File: config.mk
export PLATFORM = sky130hd
export DESIGN_NAME = ext_bus_sequencer
export DESIGN_NICKNAME = d
export VERILOG_FILES = /design/src/rtl/ext_bus_pkg.sv /design/src/rtl/bus_phase_gen.sv /design/src/rtl/bus_cycle_ctrl.sv /design/src/rtl/bus_strobe_drv.sv /design/src/rtl/ext_bus_sequencer.sv
export SDC_FILE = /design/constraint.sdc
export NUM_CORES = 1
export LEC_CHECK = 0
export BUFFER_PORTS_ARGS = -buffer_cell sky130_fd_sc_hd__buf_2
export CAP_MARGIN = 20
export CORE_MARGIN = 5
export CORE_UTILIZATION = 45
export DETAILED_ROUTE_END_ITERATION = 10
export GPL_TIMING_DRIVEN = 0
export PLACE_DENSITY = 0.65
export SLEW_MARGIN = 25
export SYNTH_ARGS = -nofsm -noshare
export SYNTH_HDL_FRONTEND = slang
export SYNTH_SLANG_ARGS = --single-unit
File: constraint.sdc
create_clock -name clk -period 3.4 [get_ports clk]
set_input_delay 0.85 -clock clk [delete_from_list [all_inputs] [get_ports clk]]
set_output_delay 0.85 -clock clk [all_outputs]
set_load 0.05 [all_outputs]
File: src/rtl/ext_bus_pkg.sv
`timescale 1ns/1ps
package ext_bus_pkg;

  typedef enum logic [1:0] {
    CYC_IDLE  = 2'd0,
    CYC_FETCH = 2'd1,
    CYC_DRD   = 2'd2,
    CYC_DWR   = 2'd3
  } cyc_kind_t;

  // A fetch leaves the chip when the pin forces it or the address is past on-chip code
  function automatic logic fetch_goes_out(input logic ea_low_n, input logic [31:0] a,
                                          input logic [31:0] limit);
    return (!ea_low_n) || (a >= limit);
  endfunction

  // Data accesses win over fetches, reads over writes
  function automatic cyc_kind_t pick_kind(input logic fetch, input logic rd, input logic wr,
                                          input logic ext_fetch);
    if (rd)                    return CYC_DRD;
    else if (wr)               return CYC_DWR;
    else if (fetch && ext_fetch) return CYC_FETCH;
    else                       return CYC_IDLE;
  endfunction

  // Address of the second code byte fetched in one machine cycle
  function automatic logic [31:0] second_code_addr(input logic [31:0] a);
    return a + 32'd1;
  endfunction

endpackage

File: src/rtl/bus_phase_gen.sv
`timescale 1ns/1ps
module bus_phase_gen #(
  parameter int STATE_TICKS = 2
) (
  input  logic                                  clk,
  input  logic                                  rst,
  output logic                                  core_rst,
  output logic [$clog2(6*STATE_TICKS)-1:0]      phase,
  output logic                                  cyc_start,
  output logic                                  ale_slot,
  output logic                                  second_half
);
  localparam int CYCLE_LEN  = 6 * STATE_TICKS;
  localparam int HALF_LEN   = CYCLE_LEN / 2;
  localparam int ALE_LEN    = HALF_LEN / 2;
  localparam int PH_W       = $clog2(CYCLE_LEN);
  localparam int RST_CYCLES = 2 * CYCLE_LEN;
  localparam int RC_W       = $clog2(RST_CYCLES + 1);
  localparam logic [PH_W-1:0] LAST = PH_W'(CYCLE_LEN - 1);

  logic            core_rst_q = 1'b1;
  logic [RC_W-1:0] rst_cnt    = '0;
  logic [PH_W-1:0] phase_q;

  // Reset filter: rst must stay high for two machine cycles
  always_ff @(posedge clk) begin
    if (!rst) begin
      rst_cnt    <= '0;
      core_rst_q <= 1'b0;
    end else if (rst_cnt == RC_W'(RST_CYCLES - 1)) begin
      core_rst_q <= 1'b1;
    end else begin
      rst_cnt <= rst_cnt + 1'b1;
    end
  end

  always_ff @(posedge clk) begin
    if (core_rst_q)          phase_q <= LAST;
    else if (phase_q == LAST) phase_q <= '0;
    else                     phase_q <= phase_q + 1'b1;
  end

  assign core_rst    = core_rst_q;
  assign phase       = phase_q;
  assign cyc_start   = (phase_q == LAST);
  assign second_half = (phase_q >= PH_W'(HALF_LEN));
  assign ale_slot    = (phase_q < PH_W'(ALE_LEN)) ||
                       (second_half && (phase_q < PH_W'(HALF_LEN + ALE_LEN)));

  AST_PHASE_WRAP: assert property (@(posedge clk) disable iff (core_rst_q)
    (phase_q == LAST) |=> (phase_q == '0));

endmodule

File: src/rtl/bus_cycle_ctrl.sv
`timescale 1ns/1ps
module bus_cycle_ctrl
  import ext_bus_pkg::*;
#(
  parameter int ADDR_W         = 16,
  parameter int DATA_W         = 8,
  parameter int INT_CODE_BYTES = 4096
) (
  input  logic              clk,
  input  logic              core_rst,
  input  logic              cyc_start,
  input  logic              ea_n,
  input  logic              fetch_req,
  input  logic              data_rd_req,
  input  logic              data_wr_req,
  input  logic              data_wide,
  input  logic              ale_quiet,
  input  logic [ADDR_W-1:0] addr,
  input  logic [DATA_W-1:0] wr_data,
  output cyc_kind_t         kind,
  output logic [ADDR_W-1:0] cap_addr,
  output logic [DATA_W-1:0] cap_wdata,
  output logic              cap_wide,
  output logic              cap_quiet
);
  logic ext_fetch;
  assign ext_fetch = fetch_goes_out(ea_n, 32'(addr), 32'(INT_CODE_BYTES));

  always_ff @(posedge clk) begin
    if (core_rst) begin
      kind      <= CYC_IDLE;
      cap_addr  <= '0;
      cap_wdata <= '0;
      cap_wide  <= 1'b0;
      cap_quiet <= 1'b0;
    end else if (cyc_start) begin
      kind      <= pick_kind(fetch_req, data_rd_req, data_wr_req, ext_fetch);
      cap_addr  <= addr;
      cap_wdata <= wr_data;
      cap_wide  <= data_wide;
      cap_quiet <= ale_quiet;
    end
  end

  AST_REQ_HELD: assert property (@(posedge clk) disable iff (core_rst)
    !cyc_start |=> ($stable(kind) && $stable(cap_addr) && $stable(cap_quiet)));

endmodule

File: src/rtl/bus_strobe_drv.sv
`timescale 1ns/1ps
module bus_strobe_drv
  import ext_bus_pkg::*;
#(
  parameter int ADDR_W = 16,
  parameter int DATA_W = 8
) (
  input  logic                     core_rst,
  input  cyc_kind_t                kind,
  input  logic                     ale_slot,
  input  logic                     second_half,
  input  logic [ADDR_W-1:0]        cap_addr,
  input  logic [DATA_W-1:0]        cap_wdata,
  input  logic                     cap_wide,
  input  logic                     cap_quiet,
  input  logic [ADDR_W-DATA_W-1:0] hi_port_reg,
  output logic                     ale,
  output logic                     psen_n,
  output logic                     rd_n,
  output logic                     wr_n,
  output logic [DATA_W-1:0]        ad_out,
  output logic                     ad_oe,
  output logic [ADDR_W-DATA_W-1:0] hi_addr
);
  localparam int HI_W = ADDR_W - DATA_W;

  logic [ADDR_W-1:0] next_addr;
  logic [ADDR_W-1:0] fetch_addr;
  logic              first_slot;

  assign next_addr  = ADDR_W'(second_code_addr(32'(cap_addr)));
  assign fetch_addr = second_half ? next_addr : cap_addr;
  assign first_slot = ale_slot && !second_half;

  always_comb begin
    ale     = 1'b0;
    psen_n  = 1'b1;
    rd_n    = 1'b1;
    wr_n    = 1'b1;
    ad_oe   = 1'b0;
    ad_out  = '0;
    hi_addr = hi_port_reg;
    if (!core_rst) begin
      unique case (kind)
        CYC_FETCH: begin
          ale     = ale_slot;
          psen_n  = ale_slot;
          ad_oe   = ale_slot;
          ad_out  = ale_slot ? fetch_addr[DATA_W-1:0] : '0;
          hi_addr = fetch_addr[ADDR_W-1 -: HI_W];
        end
        CYC_DRD, CYC_DWR: begin
          ale  = first_slot;
          rd_n = !((kind == CYC_DRD) && second_half);
          wr_n = !((kind == CYC_DWR) && second_half);
          if (first_slot) begin
            ad_oe  = 1'b1;
            ad_out = cap_addr[DATA_W-1:0];
          end else if (kind == CYC_DWR) begin
            ad_oe  = 1'b1;
            ad_out = cap_wdata;
          end
          if (cap_wide) hi_addr = cap_addr[ADDR_W-1 -: HI_W];
        end
        default: begin
          ale = ale_slot && !cap_quiet;
        end
      endcase
    end
  end

endmodule

File: src/rtl/ext_bus_sequencer.sv
`timescale 1ns/1ps
module ext_bus_sequencer
  import ext_bus_pkg::*;
#(
  parameter int ADDR_W         = 16,
  parameter int DATA_W         = 8,
  parameter int INT_CODE_BYTES = 4096,
  parameter int STATE_TICKS    = 2
) (
  input  logic                     clk,
  input  logic                     rst,
  input  logic                     ea_n,
  input  logic                     fetch_req,
  input  logic                     data_rd_req,
  input  logic                     data_wr_req,
  input  logic                     data_wide,
  input  logic                     ale_quiet,
  input  logic [ADDR_W-1:0]        addr,
  input  logic [DATA_W-1:0]        wr_data,
  input  logic [ADDR_W-DATA_W-1:0] hi_port_reg,
  output logic                     ale,
  output logic                     psen_n,
  output logic                     rd_n,
  output logic                     wr_n,
  output logic [DATA_W-1:0]        ad_out,
  output logic                     ad_oe,
  output logic [ADDR_W-DATA_W-1:0] hi_addr
);
  localparam int CYCLE_LEN = 6 * STATE_TICKS;
  localparam int HALF_LEN  = CYCLE_LEN / 2;
  localparam int PH_W      = $clog2(CYCLE_LEN);

  logic            core_rst;
  logic [PH_W-1:0] phase;
  logic            cyc_start;
  logic            ale_slot;
  logic            second_half;
  cyc_kind_t       kind;
  logic [ADDR_W-1:0] cap_addr;
  logic [DATA_W-1:0] cap_wdata;
  logic            cap_wide;
  logic            cap_quiet;

  bus_phase_gen #(.STATE_TICKS(STATE_TICKS)) u_phase (
    .clk(clk), .rst(rst), .core_rst(core_rst), .phase(phase),
    .cyc_start(cyc_start), .ale_slot(ale_slot), .second_half(second_half)
  );

  bus_cycle_ctrl #(.ADDR_W(ADDR_W), .DATA_W(DATA_W), .INT_CODE_BYTES(INT_CODE_BYTES)) u_ctrl (
    .clk(clk), .core_rst(core_rst), .cyc_start(cyc_start), .ea_n(ea_n),
    .fetch_req(fetch_req), .data_rd_req(data_rd_req), .data_wr_req(data_wr_req),
    .data_wide(data_wide), .ale_quiet(ale_quiet), .addr(addr), .wr_data(wr_data),
    .kind(kind), .cap_addr(cap_addr), .cap_wdata(cap_wdata),
    .cap_wide(cap_wide), .cap_quiet(cap_quiet)
  );

  bus_strobe_drv #(.ADDR_W(ADDR_W), .DATA_W(DATA_W)) u_drv (
    .core_rst(core_rst), .kind(kind), .ale_slot(ale_slot), .second_half(second_half),
    .cap_addr(cap_addr), .cap_wdata(cap_wdata), .cap_wide(cap_wide), .cap_quiet(cap_quiet),
    .hi_port_reg(hi_port_reg), .ale(ale), .psen_n(psen_n), .rd_n(rd_n), .wr_n(wr_n),
    .ad_out(ad_out), .ad_oe(ad_oe), .hi_addr(hi_addr)
  );

  AST_RD_WR_EXCL: assert property (@(posedge clk) disable iff (core_rst)
    !(!rd_n && !wr_n));
  AST_PSEN_NOT_DATA: assert property (@(posedge clk) disable iff (core_rst)
    !psen_n |-> (rd_n && wr_n));
  AST_DATA_NO_ALE: assert property (@(posedge clk) disable iff (core_rst)
    (!rd_n || !wr_n) |-> !ale);
  AST_READ_RELEASE: assert property (@(posedge clk) disable iff (core_rst)
    !rd_n |-> !ad_oe);
  AST_STROBE_START: assert property (@(posedge clk) disable iff (core_rst)
    ($fell(rd_n) || $fell(wr_n)) |-> (phase == PH_W'(HALF_LEN)));
  AST_ALE_ALIGN: assert property (@(posedge clk) disable iff (core_rst)
    $rose(ale) |-> ((phase == '0) || (phase == PH_W'(HALF_LEN))));
  AST_PSEN_AFTER_ALE: assert property (@(posedge clk) disable iff (core_rst)
    $fell(psen_n) |-> $past(ale));

endmodule

Word-level counts from Yosys, hierarchy flattened:

Cells that the tools add are included.

* add/sub/neg operators: 3
* multipliers: 0
* divide/modulo/power cells: 0
* $lt $le $gt $ge: 4
* equal/unequal tests: 5
* shifts and indexed selects: 0
* multiplexer cells: 25
* bitwise logic cells: 0
* reductions and logical operators: 15

Operators by type and width (number)
* 8-bit two-way mux: 6
* 8-bit case mux with 2 select lines: 2
* 16-bit by 1-bit adder with 16-bit output, second input constant: 1
* 16-bit by 13-bit >= comparator with 1-bit output, second input constant: 1
* 16-bit two-way mux: 1
* 1-bit two-way mux: 11
* 1-bit logical AND: 6
* 5-bit by 1-bit adder with 5-bit output, second input constant: 1
* 5-bit equality test, second input constant: 1
* 1-bit logical NOT: 5
* 4-bit by 1-bit adder with 4-bit output, second input constant: 1
* 2-bit equality test, second input constant: 2
* 4-bit equality test, second input constant: 1
* 4-bit by 3-bit >= comparator with 1-bit output, second input constant: 1
* 4-bit by 2-bit < comparator with 1-bit output, second input constant: 1
* 4-bit < comparator, second input constant: 1
* 2-bit two-way mux: 2
* 4-bit two-way mux: 1
* 1-bit case mux with 2 select lines: 2
* 2-bit OR reduction: 2
* 2-bit by 1-bit equality test with 1-bit output, second input constant: 1
* 1-bit logical OR: 2

* flip-flop bits (word level): 38
* bits in latches: 0
* RAM bits: 0
* bits in read-only memories: 0
* output and inout port bits: 21
* word-level logic and storage cells: 61
* memories: 0

Longest topological paths before layout:

* word-level depth: 7
* gate-level depth with buffers: 7
* gate-level depth less buffers: 6

Modules after synthesis:

Synthesis repeated with hierarchy kept, for this count alone.

* cell total of the unflattened synthesis: 275
* area total of the unflattened synthesis: 2376.0 um^2

Modules (own cells, without submodules)
* bus_cycle_ctrl: times used 1, cells an instance 97, area each 1054.8 um^2
* bus_strobe_drv: times used 1, cells an instance 126, area each 820.8 um^2
* bus_phase_gen: times used 1, cells an instance 52, area each 500.5 um^2

Worst setup path before layout:

No wires, ideal clock.

* path kind: reg-to-output
* start point: register u_phase.phase_q[1], in the netlist u_phase.phase[1]
* end point: output ad_out[5]
* data arrival time: 2.593 ns
* data required time: 2.550 ns
* path slack: -0.043 ns
* cell stages (with the launch flop): 6
* path buffers: 0
* cells stage by stage: dfxtp_1 ha_1 nor3_2 mux2_1 o31a_1 a221oi_1

* word-level cells in the longest chain between the ends: 7
* elaborated cells between the ends (all ways): 12
* classes of those cells: order compare: 3; mux: 5; reduce/logical: 4

RTL lines
* start: declaration: RTL line bus_phase_gen.sv:23 `logic [PH_W-1:0] phase_q;`
* start signal: assignment: RTL line bus_phase_gen.sv:40 `else phase_q <= phase_q + 1'b1;`
* 4-bit by 3-bit >= comparator with 1-bit output / 4-bit < comparator (equally long branches): RTL line bus_phase_gen.sv:46, bus_phase_gen.sv:48
* 1-bit logical AND: RTL line bus_phase_gen.sv:48 `(second_half && (phase_q < PH_W'(HALF_LEN + ALE_LEN)));`
* 1-bit logical OR: RTL line bus_phase_gen.sv:47 `assign ale_slot = (phase_q < PH_W'(ALE_LEN)) ||`
* 1-bit logical AND: RTL line bus_strobe_drv.sv:33 `assign first_slot = ale_slot && !second_half;`
* 8-bit two-way mux: RTL line bus_strobe_drv.sv:56 `if (first_slot) begin`
* 8-bit case mux with 2 select lines *: RTL line bus_strobe_drv.sv:44 `unique case (kind)`
* 8-bit two-way mux *: RTL line bus_strobe_drv.sv:43 `if (!core_rst) begin`
* end: declaration: RTL line ext_bus_sequencer.sv:25 `output logic [DATA_W-1:0] ad_out,`

Mark *: on every way between the ends. The rest lies on a longest branch, timed or not.

Final worst setup path:

* start point: register u_phase.phase_q[1], in the netlist u_phase.phase[1]
* end point: output ad_out[2]

Same word-level chain as after synthesis.

==> impl_metrics.env <==
export IMPL_clock_latency_ps=300
export IMPL_rows=26
export IMPL_cts_sinks=38
export IMPL_utilization=0.571
export IMPL_stdcell_area_um2=2940
export IMPL_port_buffers=60
export IMPL_synth_area_mux_share=0.0131
export IMPL_period_needed_ps=3280
export IMPL_placed_cell_area_um2=2790
export IMPL_cts_hold_buf=0
export IMPL_period_share=0.965
export IMPL_synth_seq_cells=38
export IMPL_hold_violations=0
export IMPL_slew_headroom=0.644
export IMPL_cp_end_kind="output port"
export IMPL_core_area_um2=5140
export IMPL_antenna_found_initial=0
export IMPL_synth_edff_count=0
export IMPL_async_reset_ff_frac=0
export IMPL_fin_cells=459
export IMPL_cts_resized=0
export IMPL_finalSetupViolations=0
export IMPL_p_per_area_nw_per_um2=1130
export IMPL_num_io_pins=61
export IMPL_worst_pin_slew_ps=532
export IMPL_min_path_type="reg -> reg"
export IMPL_synthSimpleGateAreaFrac=0.289
export IMPL_synth_xor_area_frac=0.0293
export IMPL_synthCells=321
export IMPL_synth_seq_area_share=0.318
export IMPL_synth_top_family_by_area="simple AND/OR/NAND/NOR gates"
export IMPL_outcome="finished clean"
export IMPL_clk_pin_slew_worst_paths_ps=80
export IMPL_grt_pass1_wl_um=12100
export IMPL_syn_nets=366
export IMPL_synthTopCellsByArea="dfxtp_1 32%, nand2_1 9.6%, a21oi_1 6.9%"
export IMPL_drt_met1_wl_um=3290
export IMPL_grt_ovfl_total=0
export IMPL_first_pass_iters=4
export IMPL_wl_met2_um=3360
export IMPL_skew_ps=8.13
export IMPL_fmax_mhz=305
export IMPL_wirelength_um=7000
export IMPL_post_place_cells=451
export IMPL_drc=0
export IMPL_clock_root_buffer="clkbuf_8"
export IMPL_cts_tree="built"
export IMPL_fin_nets=433
export IMPL_ir_drop_v=0.000604
export IMPL_h_tree_depth=2
export IMPL_yosys_warnings=0
export IMPL_cts_setup_buffers=0
export IMPL_clk_path_buf_depth=2
export IMPL_synth_flop_cell="dfxtp_1"
export IMPL_min_path_cells=2
export IMPL_cap_viol_max_count=0
export IMPL_wl_met3_um=285
export IMPL_cts_buffers=5
export IMPL_critPathRequiredTime_ps=2550
export IMPL_r2r_slack_ps=1130
export IMPL_fin_ws_ps=119
export IMPL_synth_top_cell_area_share=0.318
export IMPL_path_max_fanout=9
export IMPL_synth_compound_area_share=0.270
export IMPL_area_growth_pct=22.8
export IMPL_critPathArrivalTime_ps=2430
export IMPL_cellLeakagePower_nw=1.23
export IMPL_grt_pass1_vias=2523
export IMPL_synthAdderAreaFrac=0.0262
export IMPL_die_x_um=82.9
export IMPL_routed_via_count=2540
export IMPL_ys_types=56
export IMPL_critPathLaunch="u_phase.phase[1]$_SDFF_PP1_"
export IMPL_grt_max_degree=14
export IMPL_die_h_um=82.9
export IMPL_timing_rr_start="u_phase.phase[1]$_SDFF_PP1_"
export IMPL_fin_tns_setup_ps=0
export IMPL_dr_max_layer_used="met4"
export IMPL_netlist_area_um2=2390
export IMPL_r2r_cells=7
export IMPL_die_area_um2=6870
export IMPL_grt_usage=0.207
export IMPL_avgViaCountPerCell=5.53
export IMPL_dp_slack_ps=403
export IMPL_path_class="reg -> out"
export IMPL_globalplace_congestion=0.846
export IMPL_r2r_end="u_ctrl.cap_wdata[2]$_SDFFE_PP0P_"
export IMPL_rsz0062_at_grt="true"
export IMPL_dp_hpwl_um=5300
export IMPL_drv_slew=0
export IMPL_antenna_cells=0
export IMPL_drtIter0Drc=181
export IMPL_ant_nets=0
export IMPL_drive_gt1_frac=0.213
export IMPL_avgSynthCellArea_um2=7.45
export IMPL_start_util=0.465
export IMPL_yosysTopAreaCell="dfxtp_1"
export IMPL_wire_per_inst_um=15.2
export IMPL_critPathLaunchType="flop"
export IMPL_cp_endpoint="ad_out[2]"
sequential cells by signal, indices dropped and copies added, names as in the netlist:
register	cells
u_ctrl.cap_addr	16
u_ctrl.cap_wdata	8
u_phase.rst_cnt	5
u_phase.phase	4
u_ctrl.kind	2
u_ctrl.cap_quiet	1
u_ctrl.cap_wide	1
u_phase.core_rst	1
final cells by class:
cell class	count	area, µm²
fill	552	2200
multi-input combinational	251	1540
sequential	38	761
timing repair buffer	60	308
buffer	24	101
tap	70	87.6
clock buffer	5	68.8
clock inverter	3	45.0
inverter	8	30.0
placed cells by master, fill, tap and decap left out, drive strengths merged, types with 2 or more instances in the layout:
master    Yosys  final
clkinvlp      0      2
nor3          3      3
o2111ai       4      4
nand2        61     61
or2           3      3
inv           8      8
nand3        14     14
a31o          2      2
nor2          7      7
o22ai         4      4
clkbuf       17     23
o21a          3      3
a22o          5      5
and3b         2      2
dfxtp        38     38
and3         11     11
or4           7      7
nand4         4      4
a22oi         5      5
a21boi        2      2
o211ai       13     13
buf           7     66
nor2b         7      7
nand2b        4      4
a221oi        3      3
xor2          6      6
o21ai        15     15
xnor2         2      2
or3           3      3
ha            5      5
and2          6      6
mux2i         2      2
a21oi        33     33
cells in the mapped netlist, drive strengths merged, types with 2 or more instances:
library cell and n:
nand3 14, a22oi 5, nand2b 4, a221oi 3, xnor2 2, or2 3
o22ai 4, and3b 2, clkbuf 17, nor2b 7, a31o 2, nor3 3
a21oi 33, a22o 5, mux2i 2, o2111ai 4, nand4 4, a21boi 2
o21ai 15, o211ai 13, nand2 61, buf 7, and2 6, nor2 7
and3 11, ha 5, o21a 3, xor2 6, dfxtp 38, or3 3
or4 7, inv 8
metrics by stage:
stage	total power [mW]	hold WS [ps]
4_1_cts	3.28	469
2_1_floorplan	2.40	432
3_3_place_gp	2.86	447
3_5_place_dp	2.88	458
6_report	3.32	471
5_1_grt	3.57	484
where the power goes:
| group | switching (mW) | total (mW) | internal, mW |
|---|---|---|---|
| clock network | 0.170 | 0.388 | 0.218 |
| logic | 1.42 | 2.07 | 0.656 |
| registers | 0.206 | 0.860 | 0.654 |
| total | 1.79 | 3.32 | 1.53 |
how the worst min path moves through the flow:
stage	start	end	slack (ps)
after CTS	u_ctrl.cap_wdata[4]$_SDFFE_PP0P_	u_ctrl.cap_wdata[4]$_SDFFE_PP0P_	470
final	u_ctrl.cap_wdata[4]$_SDFFE_PP0P_	u_ctrl.cap_wdata[4]$_SDFFE_PP0P_	470
after detailed placement	u_ctrl.cap_wdata[4]$_SDFFE_PP0P_	u_ctrl.cap_wdata[4]$_SDFFE_PP0P_	460
after floorplan	u_ctrl.cap_wdata[6]$_SDFFE_PP0P_	u_ctrl.cap_wdata[6]$_SDFFE_PP0P_	430
after global placement	u_ctrl.cap_wdata[4]$_SDFFE_PP0P_	u_ctrl.cap_wdata[4]$_SDFFE_PP0P_	450
after global routing	u_ctrl.cap_wdata[6]$_SDFFE_PP0P_	u_ctrl.cap_wdata[6]$_SDFFE_PP0P_	480
critical path: stages (launching register included):
cell,delay [ps]
dfxtp_1,370
ha_1,270
or3_1,320
clkbuf_1,190
o211ai_2,200
nand2_1,230
o22ai_1,270
clkbuf_4,280
cell families (layout without fill, tap and decap cells):
kind of cell               count (synthesis)  in the layout
muxes                                      3              3
AOI/OAI and AO/OA                         98             98
buffers and inverters                     32            100
DFF                                       38             38
xor gates and xnor gates                   8              8
adders and majority gates                  5              5
and+or+nand+nor                          137            137
routing by layer:
layer / vias to the layer above / global-route usage
met2: 54 / 0.342
met1: 1184 / 0.268
met4: 0 / 0.0773
li1: 1296 / -
met3: 6 / 0.0376
met5: - / 0
No activity file was read; power rests on OpenSTA's default activity.
